==> src/rtl/sg_m2s_pkg.sv <==
package sg_m2s_pkg;

  typedef enum logic [3:0] {
    ST_IDLE,
    ST_RSTAT,
    ST_RCTRL,
    ST_RNEXT,
    ST_RBUF,
    ST_RAPP,
    ST_RDAT,
    ST_SEND,
    ST_WB,
    ST_ADV
  } walk_st_e;

  // descriptor byte offsets
  localparam int unsigned OFS_NEXT = 0;
  localparam int unsigned OFS_BUF  = 8;
  localparam int unsigned OFS_CTRL = 24;
  localparam int unsigned OFS_STAT = 28;
  localparam int unsigned OFS_APP  = 32;

  // control and status bit positions
  localparam int unsigned CTL_EOF   = 26;
  localparam int unsigned CTL_SOF   = 27;
  localparam int unsigned STAT_DONE = 31;

endpackage

==> src/rtl/sg_m2s_lane.sv <==
module sg_m2s_lane (
  input  logic        clk,
  input  logic        rst_n,
  input  logic        ld,
  input  logic [31:0] word,
  input  logic [1:0]  ofs,
  input  logic [2:0]  cnt,
  input  logic        last_in,
  input  logic        m_tready,
  output logic        m_tvalid,
  output logic [7:0]  m_tdata,
  output logic        m_tlast,
  output logic        busy
);

  logic [31:0] wbuf_q, wbuf_d;
  logic [1:0]  lane_q, lane_d;
  logic [2:0]  rem_q, rem_d;
  logic        lastf_q, lastf_d;
  logic        en;

  always_comb begin
    wbuf_d  = wbuf_q;
    lane_d  = lane_q;
    rem_d   = rem_q;
    lastf_d = lastf_q;
    en      = 1'b0;
    if (ld) begin
      wbuf_d  = word;
      lane_d  = ofs;
      rem_d   = cnt;
      lastf_d = last_in;
      en      = 1'b1;
    end else if (m_tvalid && m_tready) begin
      lane_d = lane_q + 2'd1;
      rem_d  = rem_q - 3'd1;
      en     = 1'b1;
    end
  end

  always_ff @(posedge clk or negedge rst_n) begin
    if (!rst_n) begin
      wbuf_q  <= '0;
      lane_q  <= '0;
      rem_q   <= '0;
      lastf_q <= 1'b0;
    end else if (en) begin
      wbuf_q  <= wbuf_d;
      lane_q  <= lane_d;
      rem_q   <= rem_d;
      lastf_q <= lastf_d;
    end
  end

  assign m_tvalid = (rem_q != 3'd0);
  assign m_tdata  = wbuf_q[8*lane_q +: 8];
  assign m_tlast  = lastf_q && (rem_q == 3'd1);
  assign busy     = m_tvalid;

endmodule

==> src/rtl/sg_m2s_seq.sv <==
module sg_m2s_seq
  import sg_m2s_pkg::*;
#(
  parameter int AW     = 32,
  parameter int LEN_W  = 23,
  parameter int APP_N  = 6,
  parameter int FLEN_W = 32
) (
  input  logic                clk,
  input  logic                rst_n,
  input  logic                run,
  input  logic                start,
  input  logic [AW-1:0]       cur_in,
  input  logic [AW-1:0]       tail_in,
  output logic                mem_req,
  output logic                mem_we,
  output logic [AW-1:0]       mem_addr,
  output logic [31:0]         mem_wdata,
  input  logic                mem_ack,
  input  logic [31:0]         mem_rdata,
  output logic                lane_ld,
  output logic [1:0]          lane_ofs,
  output logic [2:0]          lane_cnt,
  output logic                lane_last,
  input  logic                lane_busy,
  output logic                idle,
  output logic                frame_done,
  output logic [FLEN_W-1:0]   frame_len,
  output logic [APP_N*32-1:0] frame_app
);

  localparam int AIDX_W = (APP_N > 1) ? $clog2(APP_N) : 1;

  walk_st_e st_q, st_d;
  logic [AW-1:0]     cur_q, cur_d, tail_q, tail_d, nxt_q, nxt_d, bptr_q, bptr_d;
  logic [LEN_W-1:0]  dlen_q, dlen_d, left_q, left_d;
  logic              eof_q, eof_d, sof_q, sof_d;
  logic [FLEN_W-1:0] fpos_q, fpos_d;
  logic [APP_N-1:0][31:0] app_q, app_d;
  logic [AIDX_W-1:0] idx_q, idx_d;
  logic              idle_q, idle_d, done_q, done_d;
  logic [2:0]        room, take;
  walk_st_e          after_hdr;

  // bytes available from the current word lane onward, clipped to what is left
  always_comb begin
    room = 3'd4 - {1'b0, bptr_q[1:0]};
    take = (left_q < LEN_W'(room)) ? left_q[2:0] : room;
  end

  assign after_hdr = (dlen_q == '0) ? ST_WB : ST_RDAT;

  always_comb begin
    mem_req = 1'b0;
    mem_we  = 1'b0;
    mem_addr = '0;
    unique case (st_q)
      ST_RSTAT: begin mem_req = 1'b1; mem_addr = cur_q + AW'(OFS_STAT); end
      ST_RCTRL: begin mem_req = 1'b1; mem_addr = cur_q + AW'(OFS_CTRL); end
      ST_RNEXT: begin mem_req = 1'b1; mem_addr = cur_q + AW'(OFS_NEXT); end
      ST_RBUF:  begin mem_req = 1'b1; mem_addr = cur_q + AW'(OFS_BUF); end
      ST_RAPP:  begin mem_req = 1'b1; mem_addr = cur_q + AW'(OFS_APP) + (AW'(idx_q) << 2); end
      ST_RDAT:  begin mem_req = 1'b1; mem_addr = {bptr_q[AW-1:2], 2'b00}; end
      ST_WB:    begin mem_req = 1'b1; mem_we = 1'b1; mem_addr = cur_q + AW'(OFS_STAT); end
      default:  ;
    endcase
  end

  assign mem_wdata = (32'd1 << STAT_DONE) | 32'(dlen_q);

  assign lane_ld   = (st_q == ST_RDAT) && mem_ack;
  assign lane_ofs  = bptr_q[1:0];
  assign lane_cnt  = take;
  assign lane_last = eof_q && (LEN_W'(take) == left_q);

  always_comb begin
    st_d   = st_q;
    cur_d  = cur_q;
    tail_d = tail_q;
    nxt_d  = nxt_q;
    bptr_d = bptr_q;
    dlen_d = dlen_q;
    left_d = left_q;
    eof_d  = eof_q;
    sof_d  = sof_q;
    fpos_d = fpos_q;
    app_d  = app_q;
    idx_d  = idx_q;
    idle_d = idle_q;
    done_d = 1'b0;
    unique case (st_q)
      ST_IDLE: if (start && run) begin
        cur_d  = cur_in;
        tail_d = tail_in;
        idle_d = 1'b0;
        st_d   = ST_RSTAT;
      end
      ST_RSTAT: if (mem_ack) begin
        if (mem_rdata[STAT_DONE] || !run) begin
          idle_d = 1'b1;
          st_d   = ST_IDLE;
        end else begin
          st_d = ST_RCTRL;
        end
      end
      ST_RCTRL: if (mem_ack) begin
        dlen_d = mem_rdata[LEN_W-1:0];
        left_d = mem_rdata[LEN_W-1:0];
        eof_d  = mem_rdata[CTL_EOF];
        sof_d  = mem_rdata[CTL_SOF];
        st_d   = ST_RNEXT;
      end
      ST_RNEXT: if (mem_ack) begin
        nxt_d = mem_rdata[AW-1:0];
        st_d  = ST_RBUF;
      end
      ST_RBUF: if (mem_ack) begin
        bptr_d = mem_rdata[AW-1:0];
        if (sof_q) begin
          fpos_d = '0;
          idx_d  = '0;
          st_d   = ST_RAPP;
        end else begin
          st_d = after_hdr;
        end
      end
      ST_RAPP: if (mem_ack) begin
        app_d[idx_q] = mem_rdata;
        if (idx_q == AIDX_W'(APP_N - 1)) st_d = after_hdr;
        else idx_d = idx_q + AIDX_W'(1);
      end
      ST_RDAT: if (mem_ack) begin
        bptr_d = bptr_q + AW'(take);
        left_d = left_q - LEN_W'(take);
        fpos_d = fpos_q + FLEN_W'(take);
        st_d   = ST_SEND;
      end
      ST_SEND: if (!lane_busy) begin
        st_d = (left_q == '0) ? ST_WB : ST_RDAT;
      end
      ST_WB: if (mem_ack) begin
        done_d = eof_q;
        st_d   = ST_ADV;
      end
      ST_ADV: begin
        cur_d = nxt_q;
        if (cur_q == tail_q) begin
          idle_d = 1'b1;
          st_d   = ST_IDLE;
        end else begin
          st_d = ST_RSTAT;
        end
      end
      default: st_d = ST_IDLE;
    endcase
  end

  always_ff @(posedge clk or negedge rst_n) begin
    if (!rst_n) begin
      st_q   <= ST_IDLE;
      cur_q  <= '0;
      tail_q <= '0;
      nxt_q  <= '0;
      bptr_q <= '0;
      dlen_q <= '0;
      left_q <= '0;
      eof_q  <= 1'b0;
      sof_q  <= 1'b0;
      fpos_q <= '0;
      app_q  <= '0;
      idx_q  <= '0;
      idle_q <= 1'b1;
      done_q <= 1'b0;
    end else begin
      st_q   <= st_d;
      cur_q  <= cur_d;
      tail_q <= tail_d;
      nxt_q  <= nxt_d;
      bptr_q <= bptr_d;
      dlen_q <= dlen_d;
      left_q <= left_d;
      eof_q  <= eof_d;
      sof_q  <= sof_d;
      fpos_q <= fpos_d;
      app_q  <= app_d;
      idx_q  <= idx_d;
      idle_q <= idle_d;
      done_q <= done_d;
    end
  end

  assign idle       = idle_q;
  assign frame_done = done_q;
  assign frame_len  = fpos_q;
  assign frame_app  = app_q;

endmodule

==> src/rtl/sg_m2s_engine.sv <==
module sg_m2s_engine #(
  parameter int AW     = 32,
  parameter int LEN_W  = 23,
  parameter int APP_N  = 6,
  parameter int FLEN_W = 32
) (
  input  logic                clk,
  input  logic                rst_n,
  input  logic                run,
  input  logic                start,
  input  logic [AW-1:0]       cur_desc,
  input  logic [AW-1:0]       tail_desc,
  output logic                mem_req,
  output logic                mem_we,
  output logic [AW-1:0]       mem_addr,
  output logic [31:0]         mem_wdata,
  input  logic                mem_ack,
  input  logic [31:0]         mem_rdata,
  output logic                m_tvalid,
  input  logic                m_tready,
  output logic [7:0]          m_tdata,
  output logic                m_tlast,
  output logic                idle,
  output logic                frame_done,
  output logic [FLEN_W-1:0]   frame_len,
  output logic [APP_N*32-1:0] frame_app
);

  logic       lane_ld, lane_last, lane_busy;
  logic [1:0] lane_ofs;
  logic [2:0] lane_cnt;

  sg_m2s_seq #(
    .AW(AW), .LEN_W(LEN_W), .APP_N(APP_N), .FLEN_W(FLEN_W)
  ) u_seq (
    .clk        (clk),
    .rst_n      (rst_n),
    .run        (run),
    .start      (start),
    .cur_in     (cur_desc),
    .tail_in    (tail_desc),
    .mem_req    (mem_req),
    .mem_we     (mem_we),
    .mem_addr   (mem_addr),
    .mem_wdata  (mem_wdata),
    .mem_ack    (mem_ack),
    .mem_rdata  (mem_rdata),
    .lane_ld    (lane_ld),
    .lane_ofs   (lane_ofs),
    .lane_cnt   (lane_cnt),
    .lane_last  (lane_last),
    .lane_busy  (lane_busy),
    .idle       (idle),
    .frame_done (frame_done),
    .frame_len  (frame_len),
    .frame_app  (frame_app)
  );

  sg_m2s_lane u_lane (
    .clk      (clk),
    .rst_n    (rst_n),
    .ld       (lane_ld),
    .word     (mem_rdata),
    .ofs      (lane_ofs),
    .cnt      (lane_cnt),
    .last_in  (lane_last),
    .m_tready (m_tready),
    .m_tvalid (m_tvalid),
    .m_tdata  (m_tdata),
    .m_tlast  (m_tlast),
    .busy     (lane_busy)
  );

endmodule

==> config.mk <==
export PLATFORM = sky130hd
export DESIGN_NAME = sg_m2s_engine
export DESIGN_NICKNAME = d
export VERILOG_FILES = /design/src/rtl/sg_m2s_pkg.sv /design/src/rtl/sg_m2s_lane.sv /design/src/rtl/sg_m2s_seq.sv /design/src/rtl/sg_m2s_engine.sv
export SDC_FILE = /design/constraint.sdc
export NUM_CORES = 1
export LEC_CHECK = 0
export ABC_AREA = 1
export BUFFER_PORTS_ARGS = -buffer_cell sky130_fd_sc_hd__buf_2
export CAP_MARGIN = 20
export CELL_PAD_IN_SITES_DETAIL_PLACEMENT = 1
export CELL_PAD_IN_SITES_GLOBAL_PLACEMENT = 2
export CORE_UTILIZATION = 29
export CTS_CLUSTER_DIAMETER = 30
export DETAILED_ROUTE_END_ITERATION = 16
export GPL_ROUTABILITY_DRIVEN = 0
export GPL_TIMING_DRIVEN = 0
export PLACE_DENSITY_LB_ADDON = 0.1
export SLEW_MARGIN = 10
export SYNTH_ARGS = -nofsm -noshare
export SYNTH_HDL_FRONTEND = slang
export SYNTH_HIERARCHICAL = 1
export SYNTH_SLANG_ARGS = --single-unit
==> constraint.sdc <==
create_clock -name clk -period 3.5 [get_ports clk]
set_clock_uncertainty 0.2 [all_clocks]
set_input_delay 0.7 -clock clk [delete_from_list [all_inputs] [get_ports clk]]
set_output_delay 0.7 -clock clk [all_outputs]
set_load 0.005 [all_outputs]
==> run_results.csv, run 1 <==
group,metric,value,unit
outcome,outcome,"finished, violations left",
outcome,violations,"setup timing",
hold_path,whs_path_depth,3,
synth,synth_area,22600,um^2
route,wl_met3,6620,um
worst_setup_path,cp-start-kind,"flip-flop",
die,io_pins,404,
route,detail-route-antenna-nets,0,
synth,synth_top_area_frac,0.495,
synth,yosysWarnings,6,
timing,drv_slew,0,
synth,synth_common_cells,"nand2_1 (911), dfrtp_1 (446), o21ai_0 (397)",
synth,ys_seq_area_frac,0.496,
synth,yosys-top-cells-area,"dfrtp_1 (49%), nand2_1 (15%), o21ai_0 (8.8%), nor2_1 (4.3%), inv_1 (4.3%)",
timing,hold_viol,0,
global_route,overflow,0,
route,viasPerCell,4.99,
clock_network,clkTransAtPathRegs,50,ps
clock_network,cts_tree,"yes",
synth,syn_area_per_cell,7.71,um^2
worst_setup_path,worstSetupStartpoint,"u_seq/bptr_q[0]",
die,core_area,76500,um^2
route,drt_first_pass_iters,5,
placement,place_hpwl,79300,um
layout,fin_nets,3716,
clock_network,worst_skew_pair.late_latency,680,ps
power,intPower,20.3,mW
global_route,antenna_found_initial,7,
global_route,grt_use_total,0.272,
power,p_switching,13.0,mW
power,ir_drop,0.415,mV
route,dr.max_layer_used,"met5",
synth,yosysTopAreaCell,"dfrtp_1",
timing,fin_ws,-245,ps
worst_setup_path,worstReg2RegStart,"u_seq/bptr_q[0]",
route,wl,110000,um
power,p_seq_frac,0.258,
timing,tightest_slew,878,ps
hold_path,hp-class,"in -> reg",
timing,maxSlewHeadroom,0.412,
placement,placed_cell_area,26100,um^2
route,drc,0,
layout,fin_area,33400,um^2
worst_setup_path,worstPathArrival,4150,ps
worst_setup_path,cp_max_fo,4,
clock_network,cts_buffer_depth,3,
layout,drive_above_1_share,0.317,
power,p_leak,16.4,nW
timing,fmax,267,MHz
layout,final_util,0.437,
synth,yosys_register_bits,447,
worst_setup_path,cp.required,3910,ps
worst_setup_path,critPathKind,"reg -> reg",
global_route,grt_max_degree,101,
synth,synthFlopType,"dfrtp_1",
synth,postSynthCellCount,2927,
power,p_per_area,997,nW/um^2
timing,setup_viol,93,
die,initial_core_util,0.295,
hold_path,min_delay_worst_endpoint,"u_lane/wbuf_q[4]",
timing,rsz0062_at_grt,"yes",
global_route,grt_pass1_vias,24500,
timing,fin_crit_sh,1.07,
die,die_h,281,um
worst_setup_path,end_kind,"flip-flop",
layout,area_growth,48.0,%
clock_network,cts_buffers,120,
clock_network,root_buffer,"clkbuf_16",
route,drt_iter0_drc,1314,
worst_setup_path,timing.rr.end,"u_seq/frame_len[20]",
route,wl_met1,45700,um
hold_path,hold_start,"mem_rdata[4]",
power,p_sw_frac,0.389,
die,fp.dieArea,78900,um^2
synth,synthArstFlopShare,1.00,
timing,post-route-min-period,3750,ps
synth,yosys.cell_types.count,55,
power,comb_power_share,0.386,
route,wl_per_cell,23.3,um
die,rows,101,
worst_setup_path,r2r_cells,23,
global_route,grt_first_pass_wirelength,160000,um
run,cap_viol_max_count,0,
route,wl_met2,55100,um
route,vias,23600,
power,clkPwrFrac,0.356,
synth,synth_most_common_cell,"nand2_1",
die,die_x,281,um
clock_network,cts_sinks,447,
synth,synth_edf_count,0,
placement,port_buffers,394,
worst_setup_path,reg2reg_slack,-250,ps
clock_network,htreeDepth,3,
==> state kept, by name, summed over array words and instances, names as in the netlist, 2 cells and up <==
| name | cells |
|---|---|
| u_seq/frame_app | 192 |
| u_lane/wbuf_q | 32 |
| u_seq/bptr_q | 32 |
| u_seq/cur_q | 32 |
| u_seq/frame_len | 32 |
| u_seq/nxt_q | 32 |
| u_seq/tail_q | 32 |
| u_seq/dlen_q | 23 |
| u_seq/left_q | 23 |
| u_seq/st_q | 4 |
| u_lane/rem_q | 3 |
| u_seq/idx_q | 3 |
| u_lane/lane_q | 2 |
==> logic make-up (layout without fill, tap and decap cells) <==
family                     Yosys count  count (layout)  share of synthesized area
other                                2              12                   0.000333
and+or+nand+nor                   1431            1432                      0.258
xor gates and xnor gates            29              29                     0.0113
muxes                               23              23                     0.0115
buffers and inverters              401            1157                     0.0730
DFF                                447             447                      0.496
adders and majority gates           27              27                     0.0166
AOI/OAI and AO/OA                  567             567                      0.133
==> critical path: stages, from the launching register on <==
cell	delay (ps)
dfrtp_1	410
inv_2	80
ha_4	290
inv_4	50
ha_4	200
o211ai_1	80
nand3_1	160
nor4_4	280
buf_4	180
nand2_4	50
o21ai_4	110
ha_4	180
inv_2	30
fa_2	350
inv_2	60
nand2_2	50
nand2_2	70
nand2_4	70
nor2_4	170
nand2_4	100
nor3_4	230
buf_6	130
nand3b_1	70
nand2_1	70
==> metrics by stage <==
step | hold WS (ps) | setup slack, ps | power (mW) | setup TNS, ps | instances
floorplan | 204 | -128 | 13.6 | -688 | 2934
detailed placement | 255 | -1140 | 18.1 | -48310 | 4362
finish | 33.0 | -245 | 33.3 | -10980 | 4724
global placement | 250 | -8240 | 17.8 | -3667400 | 4358
CTS | 3.15 | -186 | 31.4 | -5320 | 4640
global route | 28.8 | -432 | 35.2 | -25390 | 4721
==> what timing repair did <==
| action | CTS | global route |
|---|---|---|
| pin swaps | 66 | 148 |
| setup buffers | 53 | 85 |
| gates cloned | 1 | 1 |
| gates resized for setup | 245 | 289 |
| endpoints found under the setup margin | 114 | 109 |
| hold buffers | 1 | 0 |
| hold endpoints to repair | 82 | 0 |
==> final cells by class <==
cell class,instances,area (um^2)
clock buffer,157,3380
inverter,273,1060
sequential,447,11200
multi-input combinational,2087,11400
antenna,3,7.51
tap,1030,1290
fill,9073,43000
clock inverter,69,1050
buffer,124,682
timing repair buffer,534,3320
==> power groups by stage <==
stage          clock network (mW)  registers (mW)  logic [mW]
6_report                     11.9            8.60        12.8
5_1_grt                      12.4            8.80        14.0
4_1_cts                      12.0            8.54        10.8
3_5_place_dp                    0            8.52        9.59
3_3_place_gp                    0            8.45        9.34
2_1_floorplan                   0            7.92        5.71
==> worst max path at each step <==
stage / slack, ps / to / cells past startpoint
final: -250 / u_seq/frame_len[20] / 23
after global routing: -430 / u_seq/frame_len[22] / 23
after detailed placement: -1140 / u_seq/frame_len[29] / 18
after CTS: -190 / u_seq/bptr_q[22] / 22
after floorplan: -130 / u_seq/frame_len[14] / 21
after global placement: -8240 / u_seq/frame_app[17] / 1
==> per-layer routing <==
metal | GRT usage | vias up
met5 | 0 | -
met4 | 0.0778 | 4
met3 | 0.0662 | 145
met2 | 0.469 | 587
met1 | 0.336 | 11900
li1 | - | 10900
==> cell usage in the layout (no fill, tap or decap), types with 8 or more instances in the layout <==
cell and n:
o21ai_1 51, a31oi_1 45, nand2_1 831, inv_2 30, o22ai_1 9, clkbuf_16 121
nand3_2 34, xnor2_1 26, dfrtp_2 24, nand3b_1 8, bufinv_16 21, ha_4 13
dfrtp_1 422, clkbuf_8 22, conb_1 9, nand2_2 58, nand4_1 39, clkinv_2 21
buf_4 117, nand3_4 9, buf_6 47, a21oi_2 15, buf_2 408, mux2_2 23
nor3_1 34, clkinvlp_4 13, nor2_4 35, o21ai_2 15, o21ai_4 8, nor2_1 219
nand2_4 27, inv_1 233, nor2_2 17, nand3_1 91, clkbuf_1 77, o21ai_0 331
a21oi_1 55
Note: power is estimated with default switching activity, not from simulation.
==> inputs of run 2 (changes only) <==
- CORE_UTILIZATION: 29 -> 30
- CTS_BUF_LIST: not set -> sky130_fd_sc_hd__clkbuf_8
==> run 2 against run 1 <==
The flow still finishes with violations (setup timing). Total power shrank 12%. Sequential power shrank 0.9%. Cell count grew 0.66%. Critical path depth shrank 10. Worst hold slack gained 13 ps. Sequential cell count is the same. Critical path type is now reg -> out.
==> run_results.csv, run 2 (same netlist as run 1, synthesis figures left out) <==
group,metric,value,unit
timing,post-route-min-period,3820,ps
worst_setup_path,cp.required,2600,ps
clock_network,cts_buffer_depth,3,
route,drt_iter0_drc,1402,
worst_setup_path,worstSetupStartpoint,"u_seq/st_q[2]",
die,die_x,276,um
route,vias,23900,
outcome,violations,"setup timing",
layout,layout_commonest_cell,"nand2_1",
placement,place_hpwl,79100,um
die,rows,100,
layout,final_cell_mix,"nand2_1 (836), dfrtp_1 (421), buf_2 (409)",
power,p_leak,16.3,nW
clock_network,cts_sinks,447,
route,drc,0,
route,viasPerCell,5.02,
clock_network,clkTransAtPathRegs,50,ps
placement,port_buffers,394,
route,detail-route-antenna-nets,0,
layout,final_util,0.440,
timing,maxSlewHeadroom,0.223,
hold_path,hp-class,"in -> reg",
placement,pre_cts_ws,-1140,ps
run,cap_viol_max_count,0,
layout,drive_above_1_share,0.316,
route,wl,110000,um
global_route,overflow,0,
worst_setup_path,reg2reg_slack,-260,ps
worst_setup_path,cp-start-kind,"flip-flop",
clock_network,worst_skew_pair.late_latency,790,ps
worst_setup_path,cp-endpoint,"mem_addr[28]",
die,io_pins,404,
layout,fin_nets,3813,
clock_network,cts_tree,"yes",
worst_setup_path,path_cells,"buf_4 > buf_6 > buf_4 > nor2_4 > nand2_2 > nand2_8 > inv_1 > o21ai_2 > nor2_1 > nand2_1 > nand2_1 > o211ai_1 > buf_2",
timing,hold_viol,0,
outcome,outcome,"finished, violations left",
timing,fmax,261,MHz
timing,fin_ws,-325,ps
clock_network,root_buffer,"clkbuf_8",
layout,largest_reg_flops,192,
clock_network,cts_buffers,130,
die,core_area,74400,um^2
layout,fillerInstances,9002,
global_route,grt_use_total,0.282,
timing,rsz0062_at_grt,"yes",
worst_setup_path,end_kind,"output port",
worst_setup_path,critPathKind,"reg -> out",
global_route,grt_pass1_vias,25100,
die,fp.dieArea,76300,um^2
global_route,grt_first_pass_wirelength,162000,um
worst_setup_path,r2r_cells,23,
route,wl_per_cell,23.1,um
worst_setup_path,max_stage_delay,390,ps
power,p_per_area,900,nW/um^2
timing,setup_viol,91,
global_route,antenna_found_initial,4,
die,die_h,276,um
timing,drv_slew,0,
worst_setup_path,cp_max_fo,5,
route,drt_first_pass_iters,5,
timing,tightest_slew,1160,ps
timing,fin_crit_sh,1.09,
die,initial_core_util,0.303,
worst_setup_path,worstPathArrival,2920,ps
clock_network,htreeDepth,4,
global_route,grt_max_degree,98,
power,ir_drop,0.420,mV
layout,area_growth,45.0,%
worst_setup_path,cpMaxStageDelayCell,"dfrtp_1",
worst_setup_path,timing.rr.end,"u_seq/bptr_q[23]",
worst_setup_path,worstReg2RegStart,"u_seq/bptr_q[0]",
[run 2: per-layer routing]
layer,vias up,routed length (um),global-route usage
li1,11100,-,-
met1,12000,45500,0.348
met2,608,54300,0.485
met3,166,6480,0.0667
met4,2,3230,0.0912
met5,-,17,0
[run 2: worst max-delay path, delay by kind of cell, from the launching register on]
family	cells	cell delay, ps
buffers and inverters	5	740
DFF	1	390
AOI/OAI and AO/OA	2	440
and+or+nand+nor	6	600
[run 2: stage by stage]
step	setup TNS (ps)	hold WS [ps]	cells	area, um^2	power, mW
floorplan	-688	204	2934	22700	13.6
global placement	-3698960	249	4297	25900	17.8
detailed placement	-51920	256	4302	26000	18.1
CTS	-8030	3.47	4669	30800	27.5
global route	-25970	15.3	4753	32700	31.3
finish	-12020	46.5	4755	32700	29.5
[run 2: worst min-delay path by stage]
| stage | startpoint | to | slack, ps | depth (start not counted) |
|---|---|---|---|---|
| floorplan | rst_n | u_lane/lane_q[0] | 200 | 0 |
| global placement | u_lane/wbuf_q[2] | u_lane/wbuf_q[2] | 250 | 2 |
| detailed placement | u_lane/wbuf_q[3] | u_lane/wbuf_q[3] | 260 | 2 |
| CTS | mem_rdata[16] | u_lane/wbuf_q[16] | 3 | 3 |
| global route | cur_desc[24] | u_seq/cur_q[24] | 20 | 3 |
| finish | mem_rdata[16] | u_lane/wbuf_q[16] | 50 | 3 |
[run 2: report_power, final]
| part | total (mW) | internal (mW) | leakage, nW | switching, mW |
|---|---|---|---|---|
| clock network | 7.78 | 4.67 | 1.55 | 3.11 |
| registers | 8.52 | 6.85 | 5.70 | 1.68 |
| logic | 13.1 | 5.40 | 9.03 | 7.75 |
[run 2: repair_timing]
action	4_1_cts	5_1_grt
resized for setup	224	354
setup buffers	67	87
endpoints found under the hold margin	133	0
pin swaps	61	154
cloned	1	0
hold buffers	71	0
setup endpoints to repair	116	105
[run 2: layout make-up]
| class | count | area (um^2) | area share |
|---|---|---|---|
| Multi-Input combinational cell | 2086 | 11500 | 0.351 |
| Sequential cell | 447 | 11200 | 0.343 |
| Timing Repair Buffer | 621 | 4210 | 0.129 |
| Clock buffer | 154 | 2120 | 0.0648 |
| Tap cell | 969 | 1210 | 0.0370 |
| Inverter | 273 | 1060 | 0.0323 |
| Clock inverter | 76 | 703 | 0.0215 |
| Buffer | 125 | 702 | 0.0214 |
| Antenna cell | 4 | 10.0 | 0.000306 |
==> inputs of run 3 (changes only) <==
- SYNTH_HIERARCHICAL: 1 -> not set
==> run 3 against run 2 <==
The run still ends with setup timing left. Register-to-register slack improved by 50 ps. Sequential power fell by 2%. Via count rose by 4.2%. Count of clock-buffer cells in the layout rose by 4. Combinational power barely moved.
==> run_results.csv, run 3 <==
group,metric,value,unit
worst_setup_path,cp.required,2600,ps
global_route,antenna_found_initial,11,
layout,area_growth,43.1,%
route,viasPerCell,5.07,
route,vias,24900,
synth,postSynthCellCount,3047,
synth,yosysWarnings,0,
layout,stdcell_count,4909,
route,wl_per_cell,23.0,um
worst_setup_path,timing.rr.end,"u_seq.frame_len[22]",
power,p_per_area,906,nW/um^2
die,initial_core_util,0.304,
synth,ys_seq_area_frac,0.482,
clock_network,htreeDepth,4,
route,drc,0,
layout,fin_area,33200,um^2
die,rows,101,
outcome,outcome,"finished, violations left",
route,wl,113000,um
layout,regArea,11200,um^2
worst_setup_path,cpMaxStageDelayCell,"fa_2",
timing,fin_crit_sh,1.11,
route,drt_iter0_drc,1400,
run,cap_viol_max_count,0,
synth,synth_most_common_cell,"nand2_1",
timing,maxSlewHeadroom,0.332,
layout,fillerInstances,9322,
timing,rsz0062_at_grt,"yes",
worst_setup_path,cp_max_fo,4,
clock_network,root_buffer,"clkbuf_8",
power,p_leak,16.3,nW
timing,tightest_slew,994,ps
synth,synth_edf_count,0,
placement,port_buffers,393,
global_route,grt_first_pass_wirelength,166000,um
worst_setup_path,worstReg2RegStart,"u_seq.bptr_q[0]",
timing,post-route-min-period,3870,ps
clock_network,cts_tree,"yes",
die,core_area,76300,um^2
route,drt_first_pass_iters,5,
hold_path,hold_start,"cur_desc[17]",
worst_setup_path,crit_top_cell,"nor2_4",
timing,hold_viol,0,
worst_setup_path,end_kind,"output port",
synth,yosys.cell_types.count,52,
die,io_pins,404,
clock_network,worst_skew_pair.late_latency,790,ps
timing,fmax,258,MHz
layout,largest_reg_flops,192,
die,die_h,280,um
synth,yosys-top-cells-area,"dfrtp_1 (48%), nand2_1 (14%), o21ai_0 (8.9%), nor2_1 (4.8%), inv_1 (4.6%)",
worst_setup_path,critPathKind,"reg -> out",
clock_network,clkTransAtPathRegs,50,ps
die,fp.dieArea,78500,um^2
synth,yosysTopAreaCell,"dfrtp_1",
synth,synthArstFlopShare,1.00,
global_route,grt_max_degree,105,
global_route,overflow,0,
clock_network,cts_buffers,136,
timing,setup_viol,54,
power,ir_drop,0.446,mV
clock_network,cts_sinks,447,
layout,fin_nets,3899,
placement,dp_cells,4481,
worst_setup_path,reg2reg_slack,-210,ps
placement,placed_cell_area,26600,um^2
layout,layout_commonest_cell,"nand2_1",
layout,multiInputGateArea,11800,um^2
worst_setup_path,cp-start-kind,"flip-flop",
hold_path,min_delay_worst_endpoint,"u_seq.cur_q[17]",
clock_network,cts_buffer_depth,3,
worst_setup_path,r2r_cells,23,
global_route,grt_use_total,0.283,
synth,yosys_register_bits,447,
layout,final_cell_mix,"nand2_1 (797), dfrtp_1 (430), buf_2 (425)",
layout,drive_above_1_share,0.301,
die,die_x,280,um
hold_path,hp-class,"in -> reg",
worst_setup_path,path_cells,"inv_2 > nor2_4 > nand2_4 > inv_4 > fa_2 > nor2_4 > nand2_4 > nor2_4 > nand3_2 > a31oi_1 > nand3_1 > buf_2",
outcome,violations,"setup timing",
synth,synthFlopType,"dfrtp_1",
placement,place_hpwl,81400,um
global_route,grt_pass1_vias,26500,
timing,fin_ws,-373,ps
synth,synth_top_area_frac,0.480,
synth,synth_area,23200,um^2
timing,drv_slew,0,
worst_setup_path,worstPathArrival,2970,ps
route,detail-route-antenna-nets,0,
hold_path,whs_path_depth,3,
worst_setup_path,max_stage_delay,420,ps
synth,syn_area_per_cell,7.62,um^2
synth,synth_common_cells,"nand2_1 (859), dfrtp_1 (446), o21ai_0 (411)",
## run 3: cell count changes after synthesis, moves of 14 or more
| cell | before | now |
|---|---|---|
| nor2_1 | 261 | 299 |
| o21ai_0 | 397 | 411 |
| inv_1 | 258 | 287 |
| nand3_1 | 134 | 181 |
| nand2_1 | 911 | 859 |
| buf_2 | 30 | 45 |
## run 3: cell families (layout without fill, tap and decap cells)
family                   count (synthesis)  count (layout)  synth area share
multiplexers                            16              16           0.00776
AND/OR/NAND/NOR                       1485            1485             0.267
XOR/XNOR                                20              20           0.00754
adder cells (fa/ha/maj)                 27              27            0.0162
other                                    2              13          0.000323
flip-flops                             447             447             0.482
AO/OA/AOI/OAI                          616             616             0.142
buffers and inverters                  434            1255            0.0770
## run 3: critical path, delay by kind of cell, from the launching register on
family,cells,cell delay (ps)
AO/OA/AOI/OAI,1,210
adder cells (fa/ha/maj),1,420
AND/OR/NAND/NOR,7,830
buffers and inverters,3,320
flip-flops,1,410
## run 3: cell type report
type | instances | share of cell area
Clock inverter | 85 | 0.0302
Sequential cell | 447 | 0.337
Timing Repair Buffer | 578 | 0.114
Tap cell | 1030 | 0.0388
Inverter | 297 | 0.0349
Buffer | 137 | 0.0236
Clock buffer | 158 | 0.0654
Multi-Input combinational cell | 2173 | 0.355
Antenna cell | 4 | 0.000301
## run 3: metrics by stage
stage	total power [mW]	setup WS, ps	util	TNS (ps)	hold WS [ps]
2_1_floorplan	13.7	16.2	-	0	204
3_3_place_gp	17.9	-8130	0.347	-3629290	264
3_5_place_dp	18.3	-1160	0.349	-55530	268
4_1_cts	28.7	-370	0.417	-8930	17.1
5_1_grt	31.9	-474	0.435	-16480	38.7
6_report	30.1	-373	0.435	-9150	60.9
## run 3: layer usage
| layer | GRT usage | share of wire |
|---|---|---|
| met2 | 0.466 | 0.48 |
| met4 | 0.106 | 0.031 |
| met5 | 0 | 0.00029 |
| met3 | 0.0625 | 0.064 |
| met1 | 0.362 | 0.43 |
## run 3: repair_timing
item | in CTS | in global routing
buffers inserted | 69 | 57
pin swaps | 79 | 120
endpoints found under the hold margin | 121 | 0
resized for setup | 257 | 285
hold buffers | 61 | 0
setup endpoints to repair | 120 | 108
cloned | 1 | 0
## run 3: power breakdown
group	internal [mW]	total (mW)	switching [mW]	leakage (nW)
Sequential	6.81	8.36	1.56	5.71
Clock	5.47	8.76	3.29	1.71
Combinational	4.98	13.0	8.02	8.92
Total	17.3	30.1	12.9	16.3
## run 3: worst max-delay path by stage
stage               startpoint                  end  cells after the start
2_1_floorplan  u_seq.bptr_q[1]  u_seq.frame_len[22]                     22
3_3_place_gp             rst_n  u_seq.frame_app[87]                      1
3_5_place_dp   u_seq.bptr_q[1]     u_seq.bptr_q[28]                     19
4_1_cts          u_seq.st_q[0]          mem_addr[8]                     11
5_1_grt          u_seq.st_q[2]         mem_addr[13]                     14
6_report         u_seq.st_q[2]         mem_addr[23]                     12
